`config.mk`:
```
export PLATFORM = sky130hd
export DESIGN_NAME = rsv_station
export DESIGN_NICKNAME = d
export VERILOG_FILES = /design/src/rtl/rsv_pkg.sv /design/src/rtl/rsv_pick.sv /design/src/rtl/rsv_entry.sv /design/src/rtl/rsv_station.sv
export SDC_FILE = /design/constraint.sdc
export NUM_CORES = 1
export LEC_CHECK = 0
export BUFFER_PORTS_ARGS = -buffer_cell sky130_fd_sc_hd__buf_2
export CAP_MARGIN = 20
export CELL_PAD_IN_SITES_DETAIL_PLACEMENT = 0
export CELL_PAD_IN_SITES_GLOBAL_PLACEMENT = 2
export CORE_MARGIN = 4
export CORE_UTILIZATION = 30
export DETAILED_ROUTE_END_ITERATION = 7
export PLACE_DENSITY_LB_ADDON = 0.1
export SYNTH_ARGS = -nofsm -noshare
export SYNTH_HDL_FRONTEND = slang
export SYNTH_SLANG_ARGS = --single-unit
```
`constraint.sdc`:
```
create_clock -name clk -period 2.7 [get_ports clk]
set_input_delay 0.27 -clock clk [delete_from_list [all_inputs] [get_ports clk]]
set_output_delay 0.27 -clock clk [all_outputs]
set_load 0.03 [all_outputs]
```
`src/rtl/rsv_pkg.sv`:
```
package rsv_pkg;
  parameter int TAG_W  = 4;
  parameter int DATA_W = 16;
  parameter int OP_W   = 4;

  // operand: held flag plus a field that is a tag (low bits) or a value
  typedef struct packed {
    logic              held;
    logic [DATA_W-1:0] field;
  } opnd_t;

  typedef struct packed {
    logic [OP_W-1:0]  op;
    opnd_t            a;
    opnd_t            b;
    logic [TAG_W-1:0] dest;
  } slot_t;

  function automatic logic tag_hit(opnd_t o, logic bv, logic [TAG_W-1:0] bt);
    return !o.held && bv && (o.field[TAG_W-1:0] == bt);
  endfunction

  function automatic opnd_t snoop(opnd_t o, logic bv, logic [TAG_W-1:0] bt,
                                  logic [DATA_W-1:0] bd);
    opnd_t r;
    r = o;
    if (tag_hit(o, bv, bt)) begin
      r.held  = 1'b1;
      r.field = bd;
    end
    return r;
  endfunction
endpackage

```
`src/rtl/rsv_pick.sv`:
```
module rsv_pick #(
  parameter int N     = 4,
  localparam int IDX_W = (N > 1) ? $clog2(N) : 1
) (
  input  logic [N-1:0]     req,
  output logic [N-1:0]     grant,
  output logic [IDX_W-1:0] idx,
  output logic             any
);
  always_comb begin
    grant = '0;
    idx   = '0;
    any   = 1'b0;
    for (int i = 0; i < N; i++) begin
      if (req[i] && !any) begin
        grant[i] = 1'b1;
        idx      = IDX_W'(i);
        any      = 1'b1;
      end
    end
  end
endmodule

```
`src/rtl/rsv_entry.sv`:
```
module rsv_entry
  import rsv_pkg::*;
(
  input  logic              clk,
  input  logic              rst_n,
  input  logic              load,
  input  slot_t             load_slot,
  input  logic              release_i,
  input  logic              bus_valid,
  input  logic [TAG_W-1:0]  bus_tag,
  input  logic [DATA_W-1:0] bus_data,
  output logic              busy,
  output logic              ready,
  output slot_t             slot_q,
  output logic              hit_a,
  output logic              hit_b
);
  assign hit_a = busy && tag_hit(slot_q.a, bus_valid, bus_tag);
  assign hit_b = busy && tag_hit(slot_q.b, bus_valid, bus_tag);
  assign ready = busy && slot_q.a.held && slot_q.b.held;

  always_ff @(posedge clk) begin
    if (!rst_n) begin
      busy   <= 1'b0;
      slot_q <= '0;
    end else if (load) begin
      busy        <= 1'b1;
      slot_q.op   <= load_slot.op;
      slot_q.dest <= load_slot.dest;
      slot_q.a    <= snoop(load_slot.a, bus_valid, bus_tag, bus_data);
      slot_q.b    <= snoop(load_slot.b, bus_valid, bus_tag, bus_data);
    end else if (release_i) begin
      busy <= 1'b0;
    end else if (busy) begin
      slot_q.a <= snoop(slot_q.a, bus_valid, bus_tag, bus_data);
      slot_q.b <= snoop(slot_q.b, bus_valid, bus_tag, bus_data);
    end
  end
endmodule

```
`src/rtl/rsv_station.sv`:
```
module rsv_station
  import rsv_pkg::*;
#(
  parameter int NUM_ENTRIES = 4
) (
  input  logic              clk,
  input  logic              rst_n,
  input  logic              alloc_valid,
  input  logic [OP_W-1:0]   alloc_op,
  input  logic              alloc_a_held,
  input  logic [DATA_W-1:0] alloc_a_field,
  input  logic              alloc_b_held,
  input  logic [DATA_W-1:0] alloc_b_field,
  input  logic [TAG_W-1:0]  alloc_dest_tag,
  output logic              alloc_full,
  input  logic              bus_valid,
  input  logic [TAG_W-1:0]  bus_tag,
  input  logic [DATA_W-1:0] bus_data,
  output logic              issue_valid,
  output logic [OP_W-1:0]   issue_op,
  output logic [DATA_W-1:0] issue_a,
  output logic [DATA_W-1:0] issue_b,
  output logic [TAG_W-1:0]  issue_dest_tag
);
  localparam int IDX_W = (NUM_ENTRIES > 1) ? $clog2(NUM_ENTRIES) : 1;

  // named internal events
  logic [NUM_ENTRIES-1:0] busy_vec, ready_vec, load_vec;
  logic [NUM_ENTRIES-1:0] alloc_grant, issue_grant;
  logic [NUM_ENTRIES-1:0] hit_a_vec, hit_b_vec, a_held_vec, b_held_vec;
  logic [IDX_W-1:0]       alloc_idx, issue_idx;
  logic                   free_any;
  logic                   alloc_take;
  slot_t                  new_slot;
  slot_t                  slots [NUM_ENTRIES];

  assign new_slot.op      = alloc_op;
  assign new_slot.dest    = alloc_dest_tag;
  assign new_slot.a.held  = alloc_a_held;
  assign new_slot.a.field = alloc_a_field;
  assign new_slot.b.held  = alloc_b_held;
  assign new_slot.b.field = alloc_b_field;

  rsv_pick #(.N(NUM_ENTRIES)) u_free_pick (
    .req(~busy_vec), .grant(alloc_grant), .idx(alloc_idx), .any(free_any)
  );

  rsv_pick #(.N(NUM_ENTRIES)) u_issue_pick (
    .req(ready_vec), .grant(issue_grant), .idx(issue_idx), .any(issue_valid)
  );

  assign alloc_full = !free_any;
  assign alloc_take = alloc_valid && free_any;

  for (genvar g = 0; g < NUM_ENTRIES; g++) begin : g_slot
    assign load_vec[g] = alloc_take && alloc_grant[g];
    rsv_entry u_entry (
      .clk       (clk),
      .rst_n     (rst_n),
      .load      (load_vec[g]),
      .load_slot (new_slot),
      .release_i (issue_grant[g]),
      .bus_valid (bus_valid),
      .bus_tag   (bus_tag),
      .bus_data  (bus_data),
      .busy      (busy_vec[g]),
      .ready     (ready_vec[g]),
      .slot_q    (slots[g]),
      .hit_a     (hit_a_vec[g]),
      .hit_b     (hit_b_vec[g])
    );
    assign a_held_vec[g] = slots[g].a.held;
    assign b_held_vec[g] = slots[g].b.held;
  end

  always_comb begin
    issue_op       = slots[issue_idx].op;
    issue_a        = slots[issue_idx].a.field;
    issue_b        = slots[issue_idx].b.field;
    issue_dest_tag = slots[issue_idx].dest;
  end
endmodule

```
# Word level (Yosys, flattened, before mapping)
# Cells that the tools add are included.
[word_totals] register_bits=172 in_bits=66 output_inout_bits=42 elab_cells=175
[op_classes] n_lt_le_gt_ge=1 eq_ne=14 muxes=50 bitwise=2 reduce_logical=80
[ops] operator="$mux W34" count=12
[ops] operator="$mux W17" count=10
[ops] operator="$bmux W42 S2" count=1
[ops] operator="$mux W42" count=2
[ops] operator="$eq A4 B4 Y1" count=10
[ops] operator="$logic_and A1 B1 Y1" count=39
[ops] operator="$reduce_bool A2 Y1" count=16
[ops] operator="$reduce_and A3 Y1" count=8
[ops] operator="$mux W1" count=23
[ops] operator="$logic_not A1 Y1" count=17
[ops] operator="$ne A2 B1 Y1 const B" count=4
[ops] operator="$mux W2" count=2
[ops] operator="$not A4 Y4" count=1
[ops] operator="$ge A3 B3 Y1 const B" count=1
[ops] operator="$not A2 Y3" count=1

# Longest topological paths before layout
[depth] ltp_word=16 ltp_mapped=9 mapped_depth_nobuf=5

# Cells and area by module
# From an unflattened synthesis, not the netlist that was laid out.
[unflattened] hier_cells=1476 hier_area_um2=13555.5
[by_module_without_submodules] module="rsv_entry" n_inst=4 cells_per_inst=349 area_per_inst_um2=3094.2 seq_area_each_um2=860.8
[by_module_without_submodules] module="rsv_station" n_inst=1 cells_per_inst=58 area_per_inst_um2=1056.0 seq_area_each_um2=0.0
[by_module_without_submodules] module="rsv_pick" n_inst=2 cells_per_inst=11 area_per_inst_um2=61.3 seq_area_each_um2=0.0

# Worst setup path after synthesis
# No wires, ideal clock.
[synth_path] kind="register -> output" from="register g_slot[0].u_entry.busy" to="output issue_a[0]" t_arrival_ps=2340 required_time_ps=2430 slack_ps=90 stages_incl_launch_ff=10 n_path_buf=4 cell_sequence="dfxtp_1 buf_4 nand3_1 nand2b_1 clkbuf_1 and2_1 clkbuf_1 clkbuf_1 nand2_1 a311oi_1"
[synth_between] elab_chain_cells=16 word_cells_on_any_way=18 classes_between="9 x mux; 1 x bitwise; 8 x reduce/logical"
[synth_lines] element="from (decl)" line="rsv_entry.sv:12" rtl="output logic busy,"
[synth_lines] element="from (signal assigned)" line="rsv_entry.sv:24" rtl="busy <= 1'b0;"
[synth_lines] element="from (signal assigned)" line="rsv_entry.sv:27" rtl="busy <= 1'b1;"
[synth_lines] element="from (signal assigned)" line="rsv_entry.sv:33" rtl="busy <= 1'b0;"
[synth_lines] element="$logic_and A1 B1 Y1 (*) (2 in a row)" line="rsv_entry.sv:20" rtl="assign ready = busy && slot_q.a.held && slot_q.b.held;"
[synth_lines] element="$mux W1 (*)" line="rsv_pick.sv:15" rtl="if (req[i] && !any) begin"
[synth_lines] element="$logic_not A1 Y1" line="rsv_pick.sv:15"
[synth_lines] element="$logic_and A1 B1 Y1" line="rsv_pick.sv:15"
[synth_lines] element="$mux W1" line="rsv_pick.sv:15"
[synth_lines] element="$logic_not A1 Y1" line="rsv_pick.sv:15"
[synth_lines] element="$logic_and A1 B1 Y1" line="rsv_pick.sv:15"
[synth_lines] element="$mux W1" line="rsv_pick.sv:15"
[synth_lines] element="$logic_not A1 Y1" line="rsv_pick.sv:15"
[synth_lines] element="$logic_and A1 B1 Y1" line="rsv_pick.sv:15"
[synth_lines] element="$mux W2 (*)" line="rsv_pick.sv:15"
[synth_lines] element="$not A2 Y3 (implied by the code) (*)" line="rsv_station.sv:78" rtl="issue_a = slots[issue_idx].a.field;"
[synth_lines] element="$bmux W42 S2 (*)" line="rsv_station.sv:78"
[synth_lines] element="$mux W42 (*) (2 in a row)"
[synth_lines] element="to (decl)" line="rsv_station.sv:21" rtl="output logic [DATA_W-1:0] issue_a,"
# Every way passes the cells marked *; elsewhere a longest branch is shown, timed or not. The select of a mux whose other input is x is not followed.

# Final worst setup path
[layout_path] from="register g_slot[1].u_entry.slot_q[20] in the netlist's numbering" to="output issue_b[12]"
[layout_between] elab_chain_cells=13 word_cells_on_any_way=15 classes_between="8 x mux; 1 x bitwise; 6 x reduce/logical"
[layout_lines] element="from (decl)" line="rsv_entry.sv:14" rtl="output slot_t slot_q,"
[layout_lines] element="$logic_and A1 B1 Y1 (*)" line="rsv_entry.sv:20"
[layout_lines] element="$logic_and A1 B1 Y1 (*)" line="rsv_pick.sv:15"
[layout_lines] element="$mux W1" line="rsv_pick.sv:15"
[layout_lines] element="$logic_not A1 Y1" line="rsv_pick.sv:15"
[layout_lines] element="$logic_and A1 B1 Y1" line="rsv_pick.sv:15"
[layout_lines] element="$mux W1" line="rsv_pick.sv:15"
[layout_lines] element="$logic_not A1 Y1" line="rsv_pick.sv:15"
[layout_lines] element="$logic_and A1 B1 Y1" line="rsv_pick.sv:15"
[layout_lines] element="$mux W2 (*)" line="rsv_pick.sv:15"
[layout_lines] element="$not A2 Y3 (implied by the code) (*)" line="rsv_station.sv:79" rtl="issue_b = slots[issue_idx].b.field;"
[layout_lines] element="$bmux W42 S2 (*)" line="rsv_station.sv:79"
[layout_lines] element="$mux W42 (*) (2 in a row)"
[layout_lines] element="to (decl)" line="rsv_station.sv:22" rtl="output logic [DATA_W-1:0] issue_b,"
# Marks and branches as above.

==> summary.md <==
| Metric | Value |
|---|---|
| Total power | 0.00635 W |
| CTS tree | built |
| Drt first pass iters | 6 |
| DRC | 0 |
| Cell-internal power | ~0.0045 W |
| Crit path arrival time | between 2 and 2.5 ns |
| Slew Limit Fails | 0 |
| Most Frequent Cell on Critical Path | buf_4 |
| Drt wl/cell | 24.0 um |
| Fill count | 3146 |
| Routed Antenna Nets | 0 |
| Status | complete, no violations |
| Die Span Y | 183 um |
| Chip width | 183 um |
| Num ports | 108 |
| Hold Crit Class | in -> reg |
| Seq/Total Area, Yosys | 0.376 |
| Initial antenna violation count | 1 |
| Setup TNS | 0 ns |
| # nets final | 1301 |
| Mean Syn Cell Area | about 8 sq um |
| H-tree Lvls | 4 |
| ANT cells | 0 |
| HPWL Detailed | roughly 28 mm |
| Area of the multi-input gates | 5360 sq um |
| Clock Sinks | 172 |
| Yosys reg bits | around 170 |
| EDFF count, synth | 0 |
| Area leader, netlist | dfxtp_1 |
| IO Port Bufs | around 110 |
| WP data required | 2.43 ns |
| Synthesized Nets | 1196 |
| Sw Pwr | 0.00188 W |
| Logic pwr share | 0.152 |
| Vias after detailed routing | 9171 |
| Net Sw Frac | 0.296 |
| All-Layer GR Usage | 0.230 |
| Clock root buffer | clkbuf_16 |
| Die area | 33400 sq um |
| Clk pwr share | 0.421 |
| Vias per std cell | 5.60 |
| Reg power frac | 0.428 |
| Layout cell share with drive strength beyond 1 | 0.224 |
| Reg area | between 3000 and 4000 sq um |
| Tcrit/Tclk final | 0.967 |
| Clock Path Buffers | 2 |
| CP Buf/Inv Count | 2 |
| CP startpoint kind | flop |
| FFs w/ async S/R, synth | 0 |
| Global-route wire length before repair | 58.4 mm |
| YS warnings | 0 |
| Leak pwr | 4.36 nW |
| Area of the core | 29900 sq um |
| Worst-path cell chain | nand3_2 > nand2b_4 > nand2_8 > buf_4 > nand2_1 > a311oi_1 > buf_4 |
| Clk slew on worst S/H paths | about 0.07 ns |
| Cell Area, Synth | about 9000 sq um |
| Fmax | 383 MHz |
| Unrepaired setup endpoints after global routing | false |
| Crit path max-delay family | simple AND/OR/NAND/NOR gates |
| Synth Instances | 1130 |
| Max FO, Critical Path | 14 |
| RD Place Congestion | 0.859 |
| MaxCap Viol Count | 0 |
| Synth top area cells | dfxtp_1, nand2_1, mux2i_1, a21oi_1, a211oi_1 |
| Num CTS Buffers | 17 |
| Final hold slack | about 0.10 ns |
| CP Capture Type | output port |
| Max IR drop VDD | 442 uV |
| Worst-Skew Late Latency | between 0.4 and 0.5 ns |
| Main flop type after synthesis | dfxtp_1 |
| Cell area after layout | 11200 sq um |
| Cell variety after synth | 55 |
| Final setup violation count | 0 |
| Slew headroom | 0.513 |
| WS Path Type | reg -> out |
| Area Growth Syn to Fin | 22.8% |
| Period minus WS final | 2.61 ns |
| Remaining Overflow, GRT | 0 |
| Crit path largest cell delay | 0.44 ns |
| Placed standard-cell area | between 10000 and 15000 sq um |
| Pwr Density | 565 nW/um^2 |
| Routed WL | 39.4 mm |
| # rows | 63 |
| Fin. Hold Viols | 0 |
| Yosys top cell area share | 0.376 |
| Largest net degree at the start of global routing | 46 |
| CTS Hold Bufs | 0 |
| Crit-path slowest cell | dfxtp_1 |
| Detailed Route Iter0 Violations | 551 |
| Vias in the first global route | 9162 |
| Clk_skew | 0.0140 ns |
| Least-Margin Pin Slew | 0.723 ns |
| Initial Util | 0.307 |
## registers in the layout, indices dropped and copies added (netlist names)
signal                 count
g_slot.u_entry.busy        4
g_slot.u_entry.slot_q    168
## final cells by class
type | instances | share of cell area
multi-input combinational | 833 | 0.476
sequential | 172 | 0.306
timing repair buffer | 190 | 0.112
tap | 390 | 0.0434
clock buffer | 18 | 0.0390
clock inverter | 14 | 0.0159
inverter | 21 | 0.00701
## cells in the mapped netlist, types with 20 or more instances
cell type,instances
nand2_1,203
dfxtp_1,172
a21oi_1,82
clkbuf_1,73
nor2_1,60
mux2i_1,54
nor3_1,54
a211oi_1,53
a311oi_1,40
o21ai_0,33
xnor2_1,29
nand3_1,26
a221o_1,21
inv_1,20
o221ai_1,20
## what timing repair did
action | 4_1_cts | 5_1_grt
endpoints found under the setup margin | 40 | 26
buffers inserted | 4 | 0
gates cloned | 0 | 0
pin swaps | 2 | 0
gates resized for setup | 13 | 26
## path summary, 6_finish.rpt
kind | slack (ns) | startpoint | end | cells past startpoint
hold / removal | 0.10 | alloc_dest_tag[2] | g_slot[0].u_entry.slot_q[2] | 3
setup / recovery | 0.09 | g_slot[1].u_entry.slot_q[20] | issue_b[12] | 7
hold reg to reg | 0.46 | g_slot[1].u_entry.slot_q[0] | g_slot[1].u_entry.slot_q[0] | 2
setup reg to reg | 0.35 | g_slot[0].u_entry.busy | g_slot[3].u_entry.slot_q[31] | 8
## power groups by stage
stage / Clock, W / Combinational [W] / Sequential, W
after CTS: 0.00273 / 0.000954 / 0.00271
after global routing: 0.00283 / 0.00104 / 0.00273
after global placement: 0 / 0.000946 / 0.00277
after floorplan: 0 / 0.000571 / 0.00275
final: 0.00267 / 0.000964 / 0.00272
after detailed placement: 0 / 0.000948 / 0.00277
## placed cells by master (no fill, tap or decap), types with 5 or more instances in the layout
cell | Yosys | routed
nor3_2 | 9 | 10
inv_1 | 20 | 20
buf_2 | 16 | 96
clkbuf_16 | 0 | 17
xnor2_1 | 29 | 29
a21oi_1 | 82 | 82
a311oi_2 | 0 | 11
o221ai_1 | 20 | 20
inv_6 | 0 | 5
nand2_1 | 203 | 202
a211oi_1 | 53 | 53
xor2_1 | 11 | 11
or2_2 | 5 | 5
buf_4 | 6 | 85
mux2i_1 | 54 | 54
o2bb2ai_1 | 10 | 10
o221a_2 | 6 | 6
nor2_1 | 60 | 59
o22ai_1 | 7 | 7
and2_1 | 15 | 14
o21a_1 | 15 | 15
a221oi_1 | 7 | 7
nor3_1 | 54 | 53
nand3_1 | 26 | 24
o221a_1 | 9 | 9
a221o_1 | 21 | 21
a311oi_1 | 40 | 29
buf_12 | 0 | 5
a31oi_1 | 19 | 19
o21ai_0 | 33 | 33
dfxtp_1 | 172 | 169
## metrics by stage
stage	std cells	worst slack, ns	util
after global placement	1602	0.199	0.349
after global routing	1638	0.00489	0.376
after detailed placement	1602	0.138	0.349
final	1638	0.0904	0.376
after CTS	1638	0.00199	0.373
after floorplan	1130	0.0896	-
## per-layer routing
layer / up-vias / global-route usage / wire, um
met5: - / 0 / 7
met4: 2 / 0.0654 / 792
met3: 49 / 0.0365 / 1950
met2: 258 / 0.393 / 19000
met1: 4512 / 0.302 / 17600
li1: 4350 / - / -
## tightest hold or removal path, cell delays in order
cell     delay (ns)
buf_2          0.12
nand2_1        0.05
a21oi_1        0.05
## cells by family (layout without fill, tap and decap cells)
kind of cell              count (synthesis)  after routing  synth area share
and+or+nand+nor                         398            398             0.195
xor gates and xnor gates                 41             41            0.0400
AOI/OAI and AO/OA                       337            337             0.267
DFF                                     172            172             0.376
buffers and inverters                   125            243            0.0592
muxes                                    57             57            0.0627
Power figures use the tool's default switching activity.
